===== src/rtl/mon_entry_pkg.sv =====
package mon_entry_pkg;
  typedef enum logic [1:0] {
    CAUSE_NONE  = 2'b00,
    CAUSE_HV    = 2'b01,
    CAUSE_BLANK = 2'b10
  } entry_cause_e;
endpackage


===== src/rtl/mme_sync.sv =====
module mme_sync #(
  parameter int   STAGES  = 2,
  parameter logic RST_VAL = 1'b0
) (
  input  logic clk,
  input  logic arst_n,
  input  logic d,
  output logic q
);
  generate
    if (STAGES == 1) begin : g_one
      logic s_q;
      always_ff @(posedge clk or negedge arst_n) begin
        if (!arst_n) s_q <= RST_VAL;
        else         s_q <= d;
      end
      assign q = s_q;
    end else begin : g_chain
      logic [STAGES-1:0] s_q;
      logic [STAGES-1:0] s_d;
      always_comb s_d = {s_q[STAGES-2:0], d};
      always_ff @(posedge clk or negedge arst_n) begin
        if (!arst_n) s_q <= {STAGES{RST_VAL}};
        else         s_q <= s_d;
      end
      assign q = s_q[STAGES-1];
    end
  endgenerate
endmodule


===== src/rtl/mme_cause_reg.sv =====
module mme_cause_reg
  import mon_entry_pkg::*;
#(
  parameter int             MODE_W  = 2,
  parameter logic [MODE_W-1:0] MON_SEL = 2'b10
) (
  input  logic              clk,
  input  logic              rst_n,
  input  logic              por,
  input  logic              pin_s,
  input  logic              hv_irq,
  input  logic              vec_blank,
  input  logic [MODE_W-1:0] mode_sel,
  output entry_cause_e      cause
);
  logic         pin_q;
  logic         pin_rise;
  entry_cause_e cause_q, cause_d;
  logic         cause_en;

  always_ff @(posedge clk or negedge rst_n) begin
    if (!rst_n) pin_q <= 1'b1;
    else        pin_q <= pin_s;
  end

  assign pin_rise = pin_s & ~pin_q;
  assign cause_en = por | pin_rise;

  always_comb begin
    cause_d = cause_q;
    if (por) begin
      cause_d = CAUSE_NONE;
    end else if (pin_rise && cause_q != CAUSE_BLANK) begin
      if (vec_blank)                         cause_d = CAUSE_BLANK;
      else if (hv_irq && mode_sel == MON_SEL) cause_d = CAUSE_HV;
      else                                   cause_d = CAUSE_NONE;
    end
  end

  always_ff @(posedge clk or negedge rst_n) begin
    if (!rst_n)        cause_q <= CAUSE_NONE;
    else if (cause_en) cause_q <= cause_d;
  end

  assign cause = cause_q;

  // blank-vector entry survives everything except power-on reset
  a_r6_blank_sticky: assert property (@(posedge clk) disable iff (!rst_n)
    (cause_q == CAUSE_BLANK && !por) |=> (cause_q == CAUSE_BLANK));

  // power-on reset returns to user mode
  a_r7_por_clears: assert property (@(posedge clk) disable iff (!rst_n)
    por |=> (cause_q == CAUSE_NONE));

  // no change of mode without a pin release or power-on reset
  a_r2_hold_between_edges: assert property (@(posedge clk) disable iff (!rst_n)
    (!por && !(pin_s && !pin_q)) |=> $stable(cause_q));
endmodule


===== src/rtl/mme_wdog_gate.sv =====
module mme_wdog_gate
  import mon_entry_pkg::*;
(
  input  entry_cause_e cause,
  input  logic         hv_irq,
  input  logic         hv_rst,
  output logic         wdog_dis
);
  always_comb begin
    unique case (cause)
      CAUSE_BLANK: wdog_dis = 1'b1;
      CAUSE_HV:    wdog_dis = hv_irq | hv_rst;
      default:     wdog_dis = 1'b0;
    endcase
  end
endmodule


===== src/rtl/mme_vec_xlat.sv =====
module mme_vec_xlat #(
  parameter int                ADDR_W       = 16,
  parameter logic [ADDR_W-9:0] VEC_PAGE     = '1,
  parameter logic [7:0]        VEC_LO_FIRST = 8'hFC
) (
  input  logic              clk,
  input  logic              rst_n,
  input  logic              mon_mode,
  input  logic              vf_valid,
  input  logic [ADDR_W-1:0] vf_addr,
  output logic [ADDR_W-1:0] xlat_addr
);
  localparam int                PAGE_W   = ADDR_W - 8;
  localparam logic [PAGE_W-1:0] MON_PAGE = VEC_PAGE - 1'b1;

  logic is_remap;

  always_comb begin
    is_remap  = mon_mode && vf_valid &&
                (vf_addr[ADDR_W-1:8] == VEC_PAGE) &&
                (vf_addr[7:0] >= VEC_LO_FIRST);
    xlat_addr = vf_addr;
    if (is_remap) xlat_addr[ADDR_W-1:8] = MON_PAGE;
  end

  // remapping never touches the offset inside the page
  a_r8_low_byte_kept: assert property (@(posedge clk) disable iff (!rst_n)
    xlat_addr[7:0] == vf_addr[7:0]);
endmodule


===== src/rtl/mon_entry_ctrl.sv =====
module mon_entry_ctrl
  import mon_entry_pkg::*;
#(
  parameter int SYNC_STAGES = 2,
  parameter int ADDR_W      = 16,
  parameter int MODE_W      = 2
) (
  input  logic              clk,
  input  logic              rst_n,
  input  logic              por,
  input  logic              rst_pin,
  input  logic              hv_irq,
  input  logic              hv_rst,
  input  logic [MODE_W-1:0] mode_sel,
  input  logic              vec_blank,
  input  logic              vf_valid,
  input  logic [ADDR_W-1:0] vf_addr,
  output logic              mon_mode,
  output logic              wdog_dis,
  output logic [ADDR_W-1:0] xlat_addr
);
  localparam logic [MODE_W-1:0] MON_SEL = MODE_W'(2'b10);

  logic         rst_n_s;
  logic         pin_s;
  entry_cause_e cause;

  mme_sync #(.STAGES(2), .RST_VAL(1'b0)) u_rst_sync (
    .clk(clk), .arst_n(rst_n), .d(1'b1), .q(rst_n_s)
  );

  mme_sync #(.STAGES(SYNC_STAGES), .RST_VAL(1'b1)) u_pin_sync (
    .clk(clk), .arst_n(rst_n_s), .d(rst_pin), .q(pin_s)
  );

  mme_cause_reg #(.MODE_W(MODE_W), .MON_SEL(MON_SEL)) u_cause (
    .clk(clk), .rst_n(rst_n_s), .por(por), .pin_s(pin_s),
    .hv_irq(hv_irq), .vec_blank(vec_blank), .mode_sel(mode_sel),
    .cause(cause)
  );

  assign mon_mode = (cause != CAUSE_NONE);

  mme_wdog_gate u_wdog (
    .cause(cause), .hv_irq(hv_irq), .hv_rst(hv_rst), .wdog_dis(wdog_dis)
  );

  mme_vec_xlat #(.ADDR_W(ADDR_W)) u_xlat (
    .clk(clk), .rst_n(rst_n_s), .mon_mode(mon_mode), .vf_valid(vf_valid),
    .vf_addr(vf_addr), .xlat_addr(xlat_addr)
  );

  // user mode leaves every address unchanged
  a_r8_user_passthru: assert property (@(posedge clk) disable iff (!rst_n_s)
    !mon_mode |-> (xlat_addr == vf_addr));

  // only vector fetches are remapped
  a_r9_data_passthru: assert property (@(posedge clk) disable iff (!rst_n_s)
    !vf_valid |-> (xlat_addr == vf_addr));

  // watchdog stays disabled after blank-vector entry
  a_r5_blank_wdog: assert property (@(posedge clk) disable iff (!rst_n_s)
    (cause == CAUSE_BLANK && !por) |=> wdog_dis);

  // user mode never disables the watchdog
  a_r5_user_wdog: assert property (@(posedge clk) disable iff (!rst_n_s)
    !mon_mode |-> !wdog_dis);
endmodule


===== config.mk =====
export PLATFORM = sky130hd
export DESIGN_NAME = mon_entry_ctrl
export DESIGN_NICKNAME = d
export VERILOG_FILES = /design/src/rtl/mon_entry_pkg.sv /design/src/rtl/mme_sync.sv /design/src/rtl/mme_cause_reg.sv /design/src/rtl/mme_wdog_gate.sv /design/src/rtl/mme_vec_xlat.sv /design/src/rtl/mon_entry_ctrl.sv
export SDC_FILE = /design/constraint.sdc
export NUM_CORES = 1
export LEC_CHECK = 0
export ABC_AREA = 1
export ABC_CLOCK_PERIOD_IN_PS = 1100
export BUFFER_PORTS_ARGS = -buffer_cell sky130_fd_sc_hd__buf_2
export CORE_ASPECT_RATIO = 0.9
export CORE_MARGIN = 2
export CORE_UTILIZATION = 31
export CTS_CLUSTER_SIZE = 24
export DETAILED_ROUTE_END_ITERATION = 10
export GPL_ROUTABILITY_DRIVEN = 0
export MAX_ROUTING_LAYER = met4
export PLACE_DENSITY = 0.75
export SKIP_LAST_GASP = 1
export SYNTH_ARGS = -nofsm -noshare
export SYNTH_HDL_FRONTEND = slang
export SYNTH_SLANG_ARGS = --single-unit

===== constraint.sdc =====
create_clock -name clk -period 1.1 [get_ports clk]
set_input_delay 0.22 -clock clk [delete_from_list [all_inputs] [get_ports clk]]
set_output_delay 0.22 -clock clk [all_outputs]
set_load 0.02 [all_outputs]

# Word level (Yosys, flattened, before mapping)
# Index checks and enable logic that the tools add are counted.
[classes] mux=6 magnitude_cmp=1 bitwise=4 eq_ne=5 reduce_logical=8
[ops] operator="$eq 8x8->1 const B" count=1
[ops] operator="$ge 8x8->1 const B" count=1
[ops] operator="$mux 8" count=1
[ops] operator="$mux 2" count=3
[ops] operator="$logic_and 1x1->1" count=5
[ops] operator="$eq 2x2->1 const B" count=2
[ops] operator="$reduce_bool 2->1" count=2
[ops] operator="$eq 2x1->1 const B" count=1
[ops] operator="$ne 2x2->1 const B" count=1
[ops] operator="$or 1x1->1" count=2
[ops] operator="$pmux 1 s2" count=1
[ops] operator="$reduce_and 2->1" count=1
[ops] operator="$and 1x1->1" count=1
[ops] operator="$mux 1" count=1
[ops] operator="$not 1->1" count=1
[word_totals] register_bits=7 elab_cells=28

# Depth between registers and ports, before layout
[depth] word_depth=6 ltp_mapped=8 depth_no_buf=8

# Cells and area by module
# A second synthesis with hierarchy kept.
[hier_totals] cells_unflattened=68 area_unflattened_um2=474.2
[by_module_without_submodules] mod="mme_cause_reg" area_per_inst_um2=160.2 cells_per_inst=21 instances=1
[by_module_without_submodules] mod="mme_vec_xlat" area_per_inst_um2=150.1 cells_per_inst=32 instances=1
[by_module_without_submodules] mod="mme_sync at u_pin_sync" area_per_inst_um2=52.6 cells_per_inst=2 instances=1
[by_module_without_submodules] mod="mme_sync at u_rst_sync" area_per_inst_um2=50.0 cells_per_inst=2 instances=1
[by_module_without_submodules] mod="mme_wdog_gate" area_per_inst_um2=46.3 cells_per_inst=7 instances=1
[by_module_without_submodules] mod="mon_entry_ctrl" area_per_inst_um2=15.0 cells_per_inst=4 instances=1

# Worst setup path after synthesis
# Ideal clock, no wire load.
[synth_path] kind="register to output" startpoint="register u_cause.cause_q[1], in the netlist u_cause.cause[1]" endpoint="output wdog_dis" stages_incl_launch_ff=4 t_arrival_ns=1.167 setup_slack_ns=-0.287 t_required_ns=0.880 n_path_buf=0 cell_sequence="dfrtp_1 -> inv_1 -> ha_1 -> a21boi_0"
[synth_via] elab_chain_cells=2
[synth_rtl] item="start: declaration" line="mme_cause_reg.sv:18" source="entry_cause_e cause_q, cause_d;"
[synth_rtl] item="start signal: assignment" line="mme_cause_reg.sv:42" source="else if (cause_en) cause_q <= cause_d;"
[synth_rtl] item="$eq 2x1->1 / $eq 2x2->1 (equally long branches)" line="mme_wdog_gate.sv:10" source="unique case (cause)"
[synth_rtl] item="$pmux 1 s2 *" line="mme_wdog_gate.sv:10"
[synth_rtl] item="end: declaration" line="mon_entry_ctrl.sv:19" source="output logic wdog_dis,"
# Every way passes the cells marked *; elsewhere a longest branch is shown, timed or not.

# Final worst setup path
[layout_path] startpoint="register u_cause.cause_q[0], in the netlist u_cause.cause[0]" endpoint="output xlat_addr[8]"
[layout_via] elab_chain_cells=5
[layout_rtl] item="$reduce_bool 2->1" line="mon_entry_ctrl.sv:42" source="assign mon_mode = (cause != CAUSE_NONE);"
[layout_rtl] item="$logic_and 1x1->1 (2 in series)" line="mme_vec_xlat.sv:19" source="is_remap = mon_mode && vf_valid &&"
[layout_rtl] item="$logic_and 1x1->1" line="mme_vec_xlat.sv:20" source="(vf_addr[ADDR_W-1:8] == VEC_PAGE) &&"
[layout_rtl] item="$mux 8" line="mme_vec_xlat.sv:23" source="if (is_remap) xlat_addr[ADDR_W-1:8] = MON_PAGE;"
[layout_rtl] item="end: declaration" line="mon_entry_ctrl.sv:20" source="output logic [ADDR_W-1:0] xlat_addr"
# Every way passes these cells.

==> metrics.cfg <==
[yosys]
syn-num-nets=91
synth_common_cells=13 x nand2_1, 8 x buf_4, 7 x clkbuf_1
ys_ff_latch=7
syn-instance-count=62
yosysMostFrequentCell=nand2_1
netlist_area_um2=473
yosys_most_used_dff=dfrtp_1
synth_top_area_share=0.212
synth_edf_count=0
yosysSeqAreaShare=0.378
postSynthAreaPerCell_um2=7.63
async_reset_ff_frac=1.00
synth.largest_area_cell=dfrtp_1
yosys_warnings=0
synth_cell_types=17
ys_top_cells_by_area=dfrtp_1 21%, dfstp_2 17%, buf_4 13%

[status]
status=finished with violations
violations=negative setup slack

[sta]
postLayoutSetupSlackWorst_ns=-0.430
period_share=1.39
hold_violations=0
skew_ns=0.000723
grt_setup_unrepaired=yes
period_minus_slack_ns=1.53
timing.fmax_ghz=0.653
setup_violations=5
finalMaxSlewViolations=0

[routing]
drt_iter0_drc=3
first_pass_iters=4
vias=498
routed_wl_um=1110
drc=0
final_antenna_net_count=0
wl_per_cell_um=9.74
vias_per_cell=4.37

[grt]
grt-ovfl-total=0
grt_use_total=0.115
grt_max_degree=6
antenna_found_initial=0
grt_pass1_vias=379
grt_pass1_wl_um=1370

[floorplan]
io_pins=44
die_h_um=41.1
die_w_um=45.2
die_area_um2=1850
core-area_um2=1430
start_util=0.330
rows=13

[place]
dpl_cell_area_um2=641
portBuffers=39
dp_hpwl_um=798

[finish]
layout.nets=129
fillers=130
multiInputGateArea_um2=244
finalInstanceArea_um2=787
drive_gt1_frac=0.717
antenna_cells=0
seqCellArea_um2=179
area_growth_pct=66.4

[job]
drv_cap=0

[worst_setup_path]
cp.required_ns=0.88
critPathCapture=xlat_addr[8]
r2r_setup_slack_ns=-0.14
startpoint=u_cause.cause[0]$_DFFE_PN0P_
cp.arrival_ns=1.31
crit_cells=9
path_max_fanout=2
rr_worst_depth=9
end_kind=output port
crit_type=flip-flop to output port
rr_endpoint=u_cause.cause[0]$_DFFE_PN0P_
r2r-start=u_cause.cause[0]$_DFFE_PN0P_
path_buf_inv=3
slowest_stage=dfrtp_1
cpLargestDelayFamily=flip-flops
startpoint_type=flip-flop
critPathMaxStageDelay_ns=0.37
crit_chain=inv_2 -> ha_4 -> inv_2 -> nand2_1 -> nor2_1 -> nand2_1 -> nor2_2 -> nor2_2 -> buf_6

[clocking]
h-tree-depth=1
cts_root_buf=clkbuf_4
cts_tree=built
clock_latency_ns=0.24
cts.sinks=7
clk_path_buf_depth=2
cts_buffers=3
clkTransAtPathRegs_ns=0.05

[pwr]
p_leak_nw=0.423
irDropWorstVdd_mv=0.678
p_per_area_nw_per_um2=938
finalPower_mw=0.738

[min_path]
hold_path.class=flip-flop to asynchronous set/reset pin

[report_power, final]
part           total, mW  switching, mW  internal (mW)  leakage (nW)
Clock              0.224         0.0864          0.138        0.0150
Sequential         0.286        0.00968          0.276        0.0817
Combinational      0.228          0.120          0.109         0.326
[logic make-up after synthesis]
logic type / after synthesis / share of synthesized area
adder cells (fa/ha/maj): 3 / 0.0794
buffers and inverters: 23 / 0.246
AO/OA/AOI/OAI: 3 / 0.0370
flip-flops: 7 / 0.378
AND/OR/NAND/NOR: 25 / 0.251
other: 1 / 0.00793
[area by class of cell]
class                           instances  area share
Tap cell                               15      0.0238
Clock buffer                            4      0.0334
Sequential cell                         7       0.227
Timing Repair Buffer                   48       0.367
Multi-Input combinational cell         32       0.310
Inverter                                8      0.0382
[state kept, by name, indices dropped and copies added, names as in the netlist]
name                    cells
u_pin_sync.g_chain.s_q      2
u_rst_sync.g_chain.s_q      2
u_cause.cause               2
u_cause.pin_q               1
[routing by layer]
| metal | track usage | wire [µm] | vias up |
|---|---|---|---|
| met5 | - | 0 | - |
| met3 | 0.0396 | 146 | 0 |
| met1 | 0.0897 | 352 | 219 |
| met2 | 0.246 | 611 | 32 |
| li1 | - | - | 247 |
| met4 | 0.0441 | 0 | 0 |
[per-stage QoR]
step / hold WS (ns) / setup WS (ns) / std cells / TNS (ns) / util
after global placement: 0.00509 / -0.194 / 106 / -0.497 / 0.448
after detailed placement: 0.00781 / -0.233 / 106 / -0.625 / 0.448
after CTS: 0.0649 / -0.486 / 111 / -1.42 / 0.493
final: 0.0702 / -0.430 / 114 / -1.25 / 0.550
after global routing: 0.0662 / -0.548 / 114 / -1.57 / 0.550
after floorplan: -0.0756 / -0.160 / 62 / -0.302 / -
[how the worst min path moves through the flow]
| stage | startpoint | slack [ns] | endpoint | depth (start not counted) |
|---|---|---|---|---|
| 5_1_grt | rst_pin | 0.07 | u_pin_sync.g_chain.s_q[0]$_DFF_PN1_ | 1 |
| 2_1_floorplan | rst_n | -0.08 | u_rst_sync.g_chain.s_q[0]$_DFF_PN0_ | 0 |
| 3_3_place_gp | rst_n | 0.005 | u_rst_sync.g_chain.s_q[0]$_DFF_PN0_ | 1 |
| 3_5_place_dp | rst_n | 0.008 | u_rst_sync.g_chain.s_q[1]$_DFF_PN0_ | 1 |
| 6_report | u_rst_sync.g_chain.s_q[1]$_DFF_PN0_ | 0.07 | u_cause.cause[0]$_DFFE_PN0P_ | 0 |
| 4_1_cts | rst_pin | 0.06 | u_pin_sync.g_chain.s_q[0]$_DFF_PN1_ | 1 |
[cells in the final DEF (no fill, tap or decap), drive strengths merged]
cell type / instances
buf: 47
dlygate4sd3: 1
nand3b: 1
nand2: 14
nand3: 3
conb: 1
inv: 8
nor2: 7
ha: 3
dfstp: 3
clkbuf: 4
a21boi: 1
o21ai: 2
dfrtp: 4
[what timing repair did]
action	in CTS	in global routing
buffers inserted	0	4
hold buffers	1	0
resized for setup	9	13
pin swaps	5	5
hold endpoints to repair	2	0
setup endpoints to repair	5	5
(Power assumes the default switching activity.)
